[src/rtl/fdc_pkg.sv]
// Shared encodings of the floppy sequencer: states, function codes,
// control-word bit positions, status bits and error codes.
package fdc_pkg;
    typedef enum logic [2:0] {
        ST_IDLE, ST_FILL, ST_EMPTY, ST_SECT, ST_TRK, ST_XFER, ST_CMD
    } fdc_state_e;

    localparam logic [2:0] FN_FILL  = 3'd0;
    localparam logic [2:0] FN_EMPTY = 3'd1;
    localparam logic [2:0] FN_WRITE = 3'd2;
    localparam logic [2:0] FN_READ  = 3'd3;
    localparam logic [2:0] FN_WDEL  = 3'd6;
    localparam logic [2:0] FN_CODE  = 3'd7;

    localparam int CB_GO   = 0;
    localparam int CB_DRV  = 4;
    localparam int CB_DONE = 5;
    localparam int CB_IE   = 6;
    localparam int CB_TR   = 7;
    localparam int CB_INIT = 14;
    localparam int CB_ERR  = 15;

    localparam logic [7:0] SB_INITOK = 8'h04;
    localparam logic [7:0] SB_PROT   = 8'h08;
    localparam logic [7:0] SB_DELMK  = 8'h40;

    localparam logic [7:0] EC_NODRV  = 8'h48;
    localparam logic [7:0] EC_TRACK  = 8'h20;
    localparam logic [7:0] EC_SECTOR = 8'h38;
    localparam logic [7:0] EC_PROT   = 8'h40;
    localparam logic [7:0] EC_INITNO = 8'h08;
endpackage

[src/rtl/fdc_sector_buf.sv]
// Sector byte store. One synchronous write port and one asynchronous
// read port. Assumes writer and reader never need the same cycle.
module fdc_sector_buf #(
    parameter int BYTES = 128,
    localparam int IW = $clog2(BYTES)
) (
    input  logic          clk,
    input  logic          we,
    input  logic [IW-1:0] widx,
    input  logic [7:0]    wdata,
    input  logic [IW-1:0] ridx,
    output logic [7:0]    rdata
);
    logic [7:0] mem_q [BYTES];

    // store one byte per enabled cycle
    always_ff @(posedge clk) begin
        if (we) mem_q[widx] <= wdata;
    end

    assign rdata = mem_q[ridx];
endmodule

[src/rtl/fdc_tr_timer.sv]
// Handshake pacing timer. A start pulse arms it, and fire is high in the
// cycle before the DLY-th edge after start. Assumes DLY >= 1.
module fdc_tr_timer #(
    parameter int DLY = 1,
    localparam int CW = $clog2(DLY + 1)
) (
    input  logic clk,
    input  logic rst_n,
    input  logic clear,
    input  logic start,
    output logic fire
);
    logic [CW-1:0] cnt_q;

    // load on start, count down to zero otherwise
    always_ff @(posedge clk) begin
        if (!rst_n || clear)   cnt_q <= '0;
        else if (start)        cnt_q <= CW'(DLY);
        else if (cnt_q != '0)  cnt_q <= cnt_q - 1'b1;
    end

    assign fire = (cnt_q == CW'(1));
endmodule

[src/rtl/fdc_addr_check.sv]
// Validates a read/write request before the medium is touched and picks
// the error code by fixed priority: drive, track, sector, protection.
module fdc_addr_check
    import fdc_pkg::*;
#(
    parameter int TRACKS  = 77,
    parameter int SECTORS = 26
) (
    input  logic       present,
    input  logic       wprot,
    input  logic       is_write,
    input  logic [7:0] track,
    input  logic [6:0] sector,
    output logic [7:0] code,
    output logic       prot_hit
);
    // priority-ordered rejection
    always_comb begin
        code     = 8'h00;
        prot_hit = 1'b0;
        if (!present)                                        code = EC_NODRV;
        else if (track >= 8'(TRACKS))                        code = EC_TRACK;
        else if (sector == '0 || sector > 7'(SECTORS))       code = EC_SECTOR;
        else if (is_write && wprot) begin
            code     = EC_PROT;
            prot_hit = 1'b1;
        end
    end
endmodule

[src/rtl/fdc_pio_seq.sv]
// Floppy controller command sequencer behind a two-word programmed-I/O
// window. It paces host bytes with TR, owns the sector buffer and drives a
// byte-wide request/acknowledge port to storage. Assumes one bus access per
// cycle at most, and a back end that holds mem_rdata valid with mem_ack.
module fdc_pio_seq
    import fdc_pkg::*;
#(
    parameter int BYTES   = 128,
    parameter int TRACKS  = 77,
    parameter int SECTORS = 26,
    parameter int TR_DLY  = 1,
    localparam int IW = $clog2(BYTES),
    localparam int PW = $clog2(BYTES + 1)
) (
    input  logic          clk,
    input  logic          rst_n,
    input  logic          bus_sel,
    input  logic          bus_wr,
    input  logic          bus_rd,
    input  logic          bus_byte,
    input  logic          bus_hi,
    input  logic [15:0]   bus_wdata,
    output logic [15:0]   bus_rdata,
    output logic          irq,
    input  logic [1:0]    drv_present,
    input  logic [1:0]    drv_wprot,
    output logic          mem_req,
    output logic          mem_we,
    output logic          mem_drive,
    output logic [7:0]    mem_track,
    output logic [6:0]    mem_sector,
    output logic [IW-1:0] mem_idx,
    output logic [7:0]    mem_wdata,
    input  logic [7:0]    mem_rdata,
    input  logic          mem_ack
);
    fdc_state_e state_q;
    logic [2:0] func_q;
    logic       drv_q, ie_q, done_q, tr_q, err_q, irq_q, boot_q;
    logic [7:0] dbr_q, esr_q, ecode_q, trk_q;
    logic [6:0] sec_q;
    logic [PW-1:0] ptr_q;

    logic [15:0] csr_cur, csr_new;
    logic        csr_wr, init_req, go_req, busy, tick, tstart;
    logic        db_take, step_wr, rd_take;
    logic        buf_we;
    logic [7:0]  buf_wd, buf_rd;
    logic [7:0]  chk_code;
    logic        chk_prot;
    logic        fin_en, fin_keep;
    logic [7:0]  fin_flags, fin_code, fin_esr;
    logic        unused_bits;

    assign busy    = (state_q != ST_IDLE);
    assign csr_cur = {err_q, 7'b0, tr_q, ie_q, done_q, drv_q, func_q, 1'b0};

    // merge byte-lane writes into the live control word
    always_comb begin
        if (!bus_byte)   csr_new = bus_wdata;
        else if (bus_hi) csr_new = {bus_wdata[7:0], csr_cur[7:0]};
        else             csr_new = {csr_cur[15:8], bus_wdata[7:0]};
    end
    assign unused_bits = ^{csr_new[15], csr_new[13:7], csr_new[5], bus_wdata[15:8]};

    assign csr_wr   = bus_wr && !bus_sel;
    assign init_req = csr_wr && csr_new[CB_INIT];
    assign go_req   = csr_wr && !csr_new[CB_INIT] && csr_new[CB_GO] && !busy;
    assign db_take  = bus_wr && bus_sel && !(bus_byte && bus_hi) && (!busy || tr_q);
    assign step_wr  = db_take && busy && (state_q != ST_EMPTY);
    assign rd_take  = bus_rd && bus_sel && (state_q == ST_EMPTY) && tr_q;
    assign tstart   = step_wr || rd_take ||
                      (go_req && (csr_new[3:1] == FN_EMPTY || csr_new[3:1] == 3'd4 ||
                                  csr_new[3:1] == 3'd5 || csr_new[3:1] == FN_CODE));

    fdc_tr_timer #(.DLY(TR_DLY)) tmr_i (
        .clk(clk), .rst_n(rst_n), .clear(init_req), .start(tstart), .fire(tick)
    );

    assign buf_we = (state_q == ST_FILL && step_wr) ||
                    (state_q == ST_XFER && mem_ack && !mem_we);
    assign buf_wd = (state_q == ST_FILL) ? bus_wdata[7:0] : mem_rdata;

    fdc_sector_buf #(.BYTES(BYTES)) buf_i (
        .clk(clk), .we(buf_we), .widx(ptr_q[IW-1:0]), .wdata(buf_wd),
        .ridx(ptr_q[IW-1:0]), .rdata(buf_rd)
    );

    fdc_addr_check #(.TRACKS(TRACKS), .SECTORS(SECTORS)) chk_i (
        .present(drv_present[drv_q]), .wprot(drv_wprot[drv_q]),
        .is_write(func_q != FN_READ), .track(dbr_q), .sector(sec_q),
        .code(chk_code), .prot_hit(chk_prot)
    );

    // decide whether this cycle finishes the command and with what result
    always_comb begin
        fin_en = 1'b0; fin_keep = 1'b0; fin_flags = 8'h00; fin_code = 8'h00;
        unique case (state_q)
            ST_FILL, ST_EMPTY: fin_en = tick && (ptr_q == PW'(BYTES));
            ST_TRK: if (tick && chk_code != 8'h00) begin
                fin_en    = 1'b1;
                fin_code  = chk_code;
                fin_flags = chk_prot ? (SB_PROT | ((func_q == FN_WDEL) ? SB_DELMK : 8'h00)) : 8'h00;
            end
            ST_XFER: if (mem_ack && ptr_q == PW'(BYTES - 1)) begin
                fin_en    = 1'b1;
                fin_flags = boot_q ? SB_INITOK : ((func_q == FN_WDEL) ? SB_DELMK : 8'h00);
            end
            ST_CMD: begin
                fin_en   = tick;
                fin_keep = (func_q == FN_CODE);
            end
            default: ;
        endcase
        fin_esr = ((esr_q | fin_flags) & 8'h7F) | {drv_present[drv_q], 7'b0};
    end

    // command state machine and host-visible registers
    always_ff @(posedge clk) begin
        if (!rst_n) begin
            state_q <= ST_IDLE; func_q <= '0; drv_q <= 1'b0; ie_q <= 1'b0;
            done_q <= 1'b0; tr_q <= 1'b0; err_q <= 1'b0; irq_q <= 1'b0;
            boot_q <= 1'b0; dbr_q <= '0; esr_q <= '0; ecode_q <= '0;
            trk_q <= '0; sec_q <= '0; ptr_q <= '0;
        end else if (init_req) begin
            func_q <= FN_READ; drv_q <= 1'b0; ie_q <= 1'b0; tr_q <= 1'b0;
            irq_q <= 1'b0; trk_q <= 8'd1; sec_q <= 7'd1; ptr_q <= '0;
            if (drv_present[0]) begin
                state_q <= ST_XFER; boot_q <= 1'b1; done_q <= 1'b0; err_q <= 1'b0;
                dbr_q <= '0; esr_q <= '0; ecode_q <= '0;
            end else begin
                state_q <= ST_IDLE; boot_q <= 1'b0; done_q <= 1'b1; err_q <= 1'b1;
                dbr_q <= SB_INITOK; esr_q <= SB_INITOK; ecode_q <= EC_INITNO;
            end
        end else if (go_req) begin
            func_q <= csr_new[3:1]; drv_q <= csr_new[CB_DRV]; ie_q <= csr_new[CB_IE];
            done_q <= 1'b0; err_q <= 1'b0; irq_q <= 1'b0; boot_q <= 1'b0; ptr_q <= '0;
            tr_q <= 1'b0;
            unique case (csr_new[3:1])
                FN_FILL:  begin state_q <= ST_FILL; tr_q <= 1'b1; end
                FN_EMPTY: state_q <= ST_EMPTY;
                FN_WRITE, FN_READ, FN_WDEL: begin
                    state_q <= ST_SECT; tr_q <= 1'b1; esr_q <= esr_q & SB_INITOK;
                end
                default:  state_q <= ST_CMD;
            endcase
        end else begin
            if (db_take) dbr_q <= bus_wdata[7:0];
            unique case (state_q)
                ST_FILL: begin
                    if (step_wr) begin ptr_q <= ptr_q + 1'b1; tr_q <= 1'b0; end
                    if (tick && ptr_q != PW'(BYTES)) tr_q <= 1'b1;
                end
                ST_EMPTY: begin
                    if (rd_take) tr_q <= 1'b0;
                    if (tick && ptr_q != PW'(BYTES)) begin
                        dbr_q <= buf_rd; ptr_q <= ptr_q + 1'b1; tr_q <= 1'b1;
                    end
                end
                ST_SECT: begin
                    if (step_wr) tr_q <= 1'b0;
                    if (tick) begin sec_q <= dbr_q[6:0]; tr_q <= 1'b1; state_q <= ST_TRK; end
                end
                ST_TRK: begin
                    if (step_wr) tr_q <= 1'b0;
                    if (tick) begin
                        trk_q <= dbr_q;
                        if (chk_code == 8'h00) state_q <= ST_XFER;
                    end
                end
                ST_XFER: if (mem_ack) ptr_q <= ptr_q + 1'b1;
                default: ;
            endcase
            if (fin_en) begin
                state_q <= ST_IDLE; done_q <= 1'b1; tr_q <= 1'b0; boot_q <= 1'b0;
                if (ie_q) irq_q <= 1'b1;
                if (fin_code != 8'h00) err_q <= 1'b1;
                esr_q <= fin_esr;
                if (fin_keep) dbr_q <= ecode_q;
                else begin ecode_q <= fin_code; dbr_q <= fin_esr; end
            end
            if (csr_wr) begin
                ie_q <= csr_new[CB_IE];
                if (!csr_new[CB_IE])          irq_q <= 1'b0;
                else if (done_q && !ie_q)     irq_q <= 1'b1;
            end
        end
    end

    assign bus_rdata  = bus_sel ? {8'h00, dbr_q}
                                : {err_q, 7'b0, tr_q, ie_q, done_q, 5'b0};
    assign irq        = irq_q;
    assign mem_req    = (state_q == ST_XFER);
    assign mem_we     = (func_q != FN_READ);
    assign mem_drive  = drv_q;
    assign mem_track  = trk_q;
    assign mem_sector = sec_q;
    assign mem_idx    = ptr_q[IW-1:0];
    assign mem_wdata  = buf_rd;
endmodule

[config.mk]
export PLATFORM = sky130hd
export DESIGN_NAME = fdc_pio_seq
export DESIGN_NICKNAME = d
export VERILOG_FILES = /design/src/rtl/fdc_pkg.sv /design/src/rtl/fdc_sector_buf.sv /design/src/rtl/fdc_tr_timer.sv /design/src/rtl/fdc_addr_check.sv /design/src/rtl/fdc_pio_seq.sv
export SDC_FILE = /design/constraint.sdc
export NUM_CORES = 1
export LEC_CHECK = 0
export ABC_AREA = 0
export BUFFER_PORTS_ARGS = -buffer_cell sky130_fd_sc_hd__clkbuf_2
export CAP_MARGIN = 10
export CORE_MARGIN = 2
export CORE_UTILIZATION = 50
export DETAILED_ROUTE_END_ITERATION = 16
export PLACE_DENSITY = 0.66
export SYNTH_ARGS = -nofsm -noshare
export SYNTH_HDL_FRONTEND = slang
export SYNTH_HIERARCHICAL = 1
export SYNTH_SLANG_ARGS = --single-unit
[constraint.sdc]
create_clock -name clk -period 4.45 [get_ports clk]
set_clock_uncertainty 0.1 [all_clocks]
set_input_delay 1.1125 -clock clk [delete_from_list [all_inputs] [get_ports clk]]
set_output_delay 1.1125 -clock clk [all_outputs]
set_load 0.005 [all_outputs]
==> results.toml, run 1 <==
[synthesis]
yosysTopAreaCell = "edfxtp_1"
synth-seq-area-share = 0.738
synth_most_common_cell = "edfxtp_1"
synth_seq_cells = 1080
yosysTopAreaCellShare = 0.712
synth_area_leaders = "edfxtp_1 71%, mux4_2 18%, dfxtp_1 2.6%"
synth.avg_cell_area_sq_um = 20.5
synth_cells = 2104
postSynth.asyncResetShare = 0
mappedNetlistArea_sq_mm = 0.0432
ys_warn_count = 6
synthFlopType = "edfxtp_1"
yosysUniqueCellTypes = 78
synthTopCellsByCount = "1024 x edfxtp_1, 336 x mux4_2, 158 x nor2_1"
synth_enable_flop_cells = 1024

[worst_setup_path]
slowest_delay_ns = 0.57
path_cells = "buf_12, buf_16, buf_12, mux4_2, mux4_2, mux4_2, mux2_4, clkbuf_2"
slowest_stage = "mux4_2"
r2r_end = "dbr_q[4]"
cp_common_cell = "mux4_2"
crit_buf_inv = 4
critPathKind = "reg -> out"
arrival_ns = 3.66
r2r_start = "ptr_q[0]"
crit_fanout = 8
cp-start-kind = "flip-flop"
r2r_cells = 10
critical-path-top-delay-family = "multiplexers"
critPathRequiredTime_ns = 3.24
endpoint_kind = "output pin"
ff2ff_setup_slack_ns = 0.75

[power]
p_leak_nw = 15.8
power_density_mw_per_mm2 = 417
vdd_drop_max_mv = 0.315

[placed_design]
post-place-ws_ns = 0.139
place.gp.congestion = 0.907
placed_area_sq_mm = 0.0466
dp_hpwl_um = 65100
dp.cells = 3424
io_buffers = 71

[route]
vias_per_cell = 6.08
drc = 0
wl_um = 102000
wire_per_inst_um = 28.0
drt_iter0_drc = 2483
num_vias = 22200
ant_nets = 0
first_pass_iters = 6

[sta]
hold_viol = 0
period_share = 1.09
setup_slack_ns = -0.423
tightestPinTransition_ns = 1.23
period_needed_ns = 4.87
finalSetupViolCount = 8
setup_tns_ns = -3.23
slew_headroom = 0.177
fmax_mhz = 205
slew_viol_final = 0
rsz0062_at_grt = "true"

[grt]
grt_remaining_overflow = 0
grt_pass1_wl_um = 151000
grt_pass1_vias = 22400
antenna_found_initial = 3
grt_usage = 0.232
grt_max_degree = 129

[hold_path]
min_from = "mem_track[1]"
hp-class = "reg -> reg"
hold_depth = 2
whs_endpoint = "mem_track[1]"

[clock_network]
root_buffer = "clkbuf_16"
cts_tree = "done"
clkSlewWorstSetupHoldPaths_ns = 0.06
cts_made_buffers = 108
cts_sinks = 1080
clock_latency_ns = 0.70
h-tree-depth = 3
postCtsHoldBufs = 0
cts_buffer_depth = 3

[finish]
final_cells = 3644
layout.nets = 2444
postLayoutCoreUtil = 0.592
areaGrowthSynthToFinish_pct = 17.1
stdcell_area_sq_mm = 0.0505
drive_gt1_frac = 0.350

[outcome]
status = "finished with violations"
violations = "setup timing"

[run]
maxCapViolCount = 0

[floorplan]
fp.dieH_um = 298
ios = 86
start_util = 0.505
die_w_um = 298
die_area_sq_mm = 0.0887
core_sq_mm = 0.0854
fp-row-count = 107
repair_timing:
action | in CTS | in global routing
setup endpoints to repair | 8 | 8
buffers inserted | 8 | 3
resized for setup | 19 | 8
gates cloned | 4 | 1
sequential cells by signal (all words and copies together), names as in the netlist:
name / flops
func_q: 3
tmr_i/fire: 1
esr_q: 3
buf_i/mem_q: 1024
state_q: 3
done_q: 1
err_q: 1
irq: 1
tr_q: 1
dbr_q: 8
mem_track: 8
mem_sector: 7
ecode_q: 8
boot_q: 1
ie_q: 1
ptr_q: 8
mem_drive: 1
worst min-delay path, delay by kind of cell (launching register included):
family | cells | cell delay, ns
AO/OA/AOI/OAI | 1 | 0.05
AND/OR/NAND/NOR | 1 | 0.05
flip-flops | 1 | 0.31
final cells by class:
class                   instances  area [sq um]
clock buffers                 127          2820
multi-input cells             881         10700
well taps                    1144          1430
fillers                      6057         34900
repair buffers                317          2880
flip-flops and latches       1080         31900
inverters                      18          67.6
diodes                          1          2.50
clock inverters                76           788
where the power goes:
group,switching [mW],total [mW],internal (mW)
sequential,0.0165,11.2,11.2
clock,3.96,9.22,5.26
combinational,0.427,0.659,0.232
how the worst max path moves through the flow:
stage	start	to	slack [ns]	cells after the start
final	ptr_q[0]	mem_wdata[4]	-0.42	8
after global routing	ptr_q[0]	mem_wdata[3]	-0.47	8
after CTS	ptr_q[0]	mem_wdata[3]	-0.46	8
after detailed placement	ptr_q[0]	mem_wdata[1]	0.14	6
after global placement	ptr_q[0]	mem_wdata[1]	0.17	7
after floorplan	ptr_q[0]	mem_wdata[2]	0.40	6
kinds of logic (layout without fill, tap and decap cells):
| kind of cell | count (synthesis) | after routing | synth area share |
|---|---|---|---|
| buf+inv | 152 | 538 | 0.0171 |
| mux | 363 | 363 | 0.182 |
| compound gates | 127 | 127 | 0.0203 |
| flops | 1080 | 1080 | 0.738 |
| other cells | 2 | 12 | 0.000174 |
| fa+ha+maj | 3 | 3 | 0.000812 |
| simple gates | 377 | 377 | 0.0411 |
placed cells by master, fill, tap and decap left out, types with 10 or more instances in the layout:
cell type / n
clkbuf_2: 69
edfxtp_1: 1024
nor3_1: 19
conb_1: 11
mux2i_1: 10
buf_12: 35
clkinv_1: 21
a211oi_1: 13
nand2_1: 85
mux4_2: 336
o21ai_0: 16
nor2_1: 158
buf_4: 194
a21oi_1: 34
nor2b_1: 12
nand3_1: 24
inv_1: 15
dfxtp_1: 51
bufinv_16: 12
clkinv_2: 20
clkbuf_1: 17
clkbuf_16: 111
stage by stage:
step                      power (mW)  hold slack (ns)
final                           21.1            0.359
after global routing            21.6            0.369
after CTS                       21.2            0.359
after detailed placement        12.0            0.350
after global placement          12.0            0.347
after floorplan                 11.8            0.333
routing by layer:
layer,wire (um),up-vias,GRT usage
met5,0,-,0
met4,2760,0,0.0743
met3,7730,158,0.0371
met2,50700,974,0.377
met1,40800,11700,0.327
li1,-,9337,-
No activity file was read; power rests on OpenSTA's default activity.
==> inputs of run 2 (changes only) <==
--- a/config.mk
+++ b/config.mk
@@ -10,6 +10,7 @@
 export CAP_MARGIN = 10
 export CORE_MARGIN = 2
 export CORE_UTILIZATION = 50
+export CTS_BUF_LIST = sky130_fd_sc_hd__clkbuf_2 sky130_fd_sc_hd__clkbuf_4 sky130_fd_sc_hd__clkbuf_8
 export DETAILED_ROUTE_END_ITERATION = 16
 export PLACE_DENSITY = 0.66
 export SYNTH_ARGS = -nofsm -noshare
==> run 2 against run 1 <==
  * Global-route usage is essentially flat
  * Count of clock-buffer cells in the layout is 92 higher
  * Sequential share of layout area increased by 0.53 points
  * Utilization shrank 0.49 points
  * The run still ends with setup timing left
  * Largest power group unchanged
  * Highest routed layer is now met5
==> results.toml, run 2 (synthesized netlist as in run 1, its figures left out) <==
[outcome]
status = "finished with violations"
violations = "setup timing"

[placed_design]
placed_area_sq_mm = 0.0466
io_buffers = 71
dp_hpwl_um = 65100
place.gp.congestion = 0.907

[finish]
layout_common_cells = "1024 x edfxtp_1, 336 x mux4_2, 198 x buf_4, 171 x clkbuf_8, 158 x nor2_1"
areaGrowthSynthToFinish_pct = 16.1
regMostFlops = "buf_i/mem_q"
drive_gt1_frac = 0.369
final_common_cell = "edfxtp_1"
layout.nets = 2509
seq_area_sq_mm = 0.0319
largest_reg_flops = 1024
stdcell_area_sq_mm = 0.0501
fillers = 6136
multiInputGateArea_sq_mm = 0.0107

[worst_setup_path]
cp-start-kind = "flip-flop"
ff2ff_setup_slack_ns = 0.77
critPathRequiredTime_ns = 3.24
endpoint_kind = "output pin"
crit_fanout = 9
r2r_start = "ptr_q[0]"
cp-startpoint = "ptr_q[0]"
critPathKind = "reg -> out"
arrival_ns = 3.83

[power]
p_leak_nw = 15.7
fin_total_pwr_mw = 19.8
power_density_mw_per_mm2 = 395
vdd_drop_max_mv = 0.328

[grt]
grt_remaining_overflow = 0
antenna_found_initial = 7
use_met2 = 0.372
grt_pass1_wl_um = 150000
gr-max-usage-layer = "met2"
grt_pass1_vias = 22800
grt_max_degree = 129
grtUsageMet3 = 0.0548
grt_usage = 0.233
grt_use_met1 = 0.318

[clock_network]
cts_tree = "done"
cts_sinks = 1080
clkSlewWorstSetupHoldPaths_ns = 0.06
cts_made_buffers = 170
root_buffer = "clkbuf_8"
h-tree-depth = 4
cts_buffer_depth = 3
clock_latency_ns = 0.85

[route]
vias_per_cell = 6.01
drt_iter0_drc = 2222
drc = 0
first_pass_iters = 5
ant_nets = 0
num_vias = 22500
wl_um = 103000
wire_per_inst_um = 27.5

[hold_path]
min_from = "mem_track[1]"
hp-class = "reg -> reg"

[floorplan]
die_area_sq_mm = 0.0887
die_w_um = 298
start_util = 0.505
fp-row-count = 107
core_sq_mm = 0.0854
fp.dieH_um = 298
ios = 86

[sta]
period_share = 1.13
rsz0062_at_grt = "true"
setup_slack_ns = -0.595
fmax_mhz = 198
slew_headroom = 0.160
period_needed_ns = 5.05
tightestPinTransition_ns = 1.26
finalSetupViolCount = 8
slew_viol_final = 0
hold_viol = 0

[run]
maxCapViolCount = 0
-- run 2: final timing paths --
check / end / depth (start not counted)
setup / recovery: mem_wdata[0] / 8
hold / removal: mem_track[1] / 2
setup reg to reg: dbr_q[4] / 10
hold reg to reg: mem_track[1] / 2
-- run 2: metrics by stage --
stage	utilization	worst slack, ns	hold WS, ns	instances	TNS, ns
after CTS	0.583	-0.646	0.358	3721	-4.95
final	0.587	-0.595	0.358	3737	-4.60
after global placement	0.545	0.166	0.347	3424	0
after global routing	0.587	-0.664	0.369	3737	-5.23
after detailed placement	0.545	0.139	0.350	3424	0
after floorplan	-	0.404	0.333	2113	0
-- run 2: layout make-up --
class                      instances  area share
antenna                            1   0.0000499
clock buffer                     219      0.0541
clock inverter                    74     0.00854
inverter                          18     0.00135
multi-input combinational        881       0.213
sequential                      1080       0.636
tap                             1144      0.0286
timing repair buffer             320      0.0583
-- run 2: repair_timing --
| item | 4_1_cts | 5_1_grt |
|---|---|---|
| gates cloned | 0 | 8 |
| resized for setup | 9 | 8 |
| setup endpoints to repair | 8 | 8 |
| setup buffers | 4 | 7 |
| hold buffers | 0 | 0 |
-- run 2: critical path: stages, from the launching register on --
cell	delay [ns]
dfxtp_4	0.36
buf_12	0.17
buf_16	0.17
buf_12	0.15
mux4_2	0.54
mux4_2	0.57
mux4_2	0.57
mux2_4	0.32
clkbuf_2	0.13
-- run 2: routing by layer --
layer  up-vias  share of wire  wire (um)
li1       9476              -          -
met1     11700           0.39      40400
met2      1031           0.49      50200
met3       209          0.084       8650
met4         4          0.033       3400
met5         -        0.00032         33
-- run 2: where the power goes --
part	total, mW	switching, mW	leakage (nW)	internal (mW)
clock network	7.93	3.83	1.63	4.10
registers	11.2	0.0165	9.66	11.2
logic	0.662	0.428	4.44	0.234
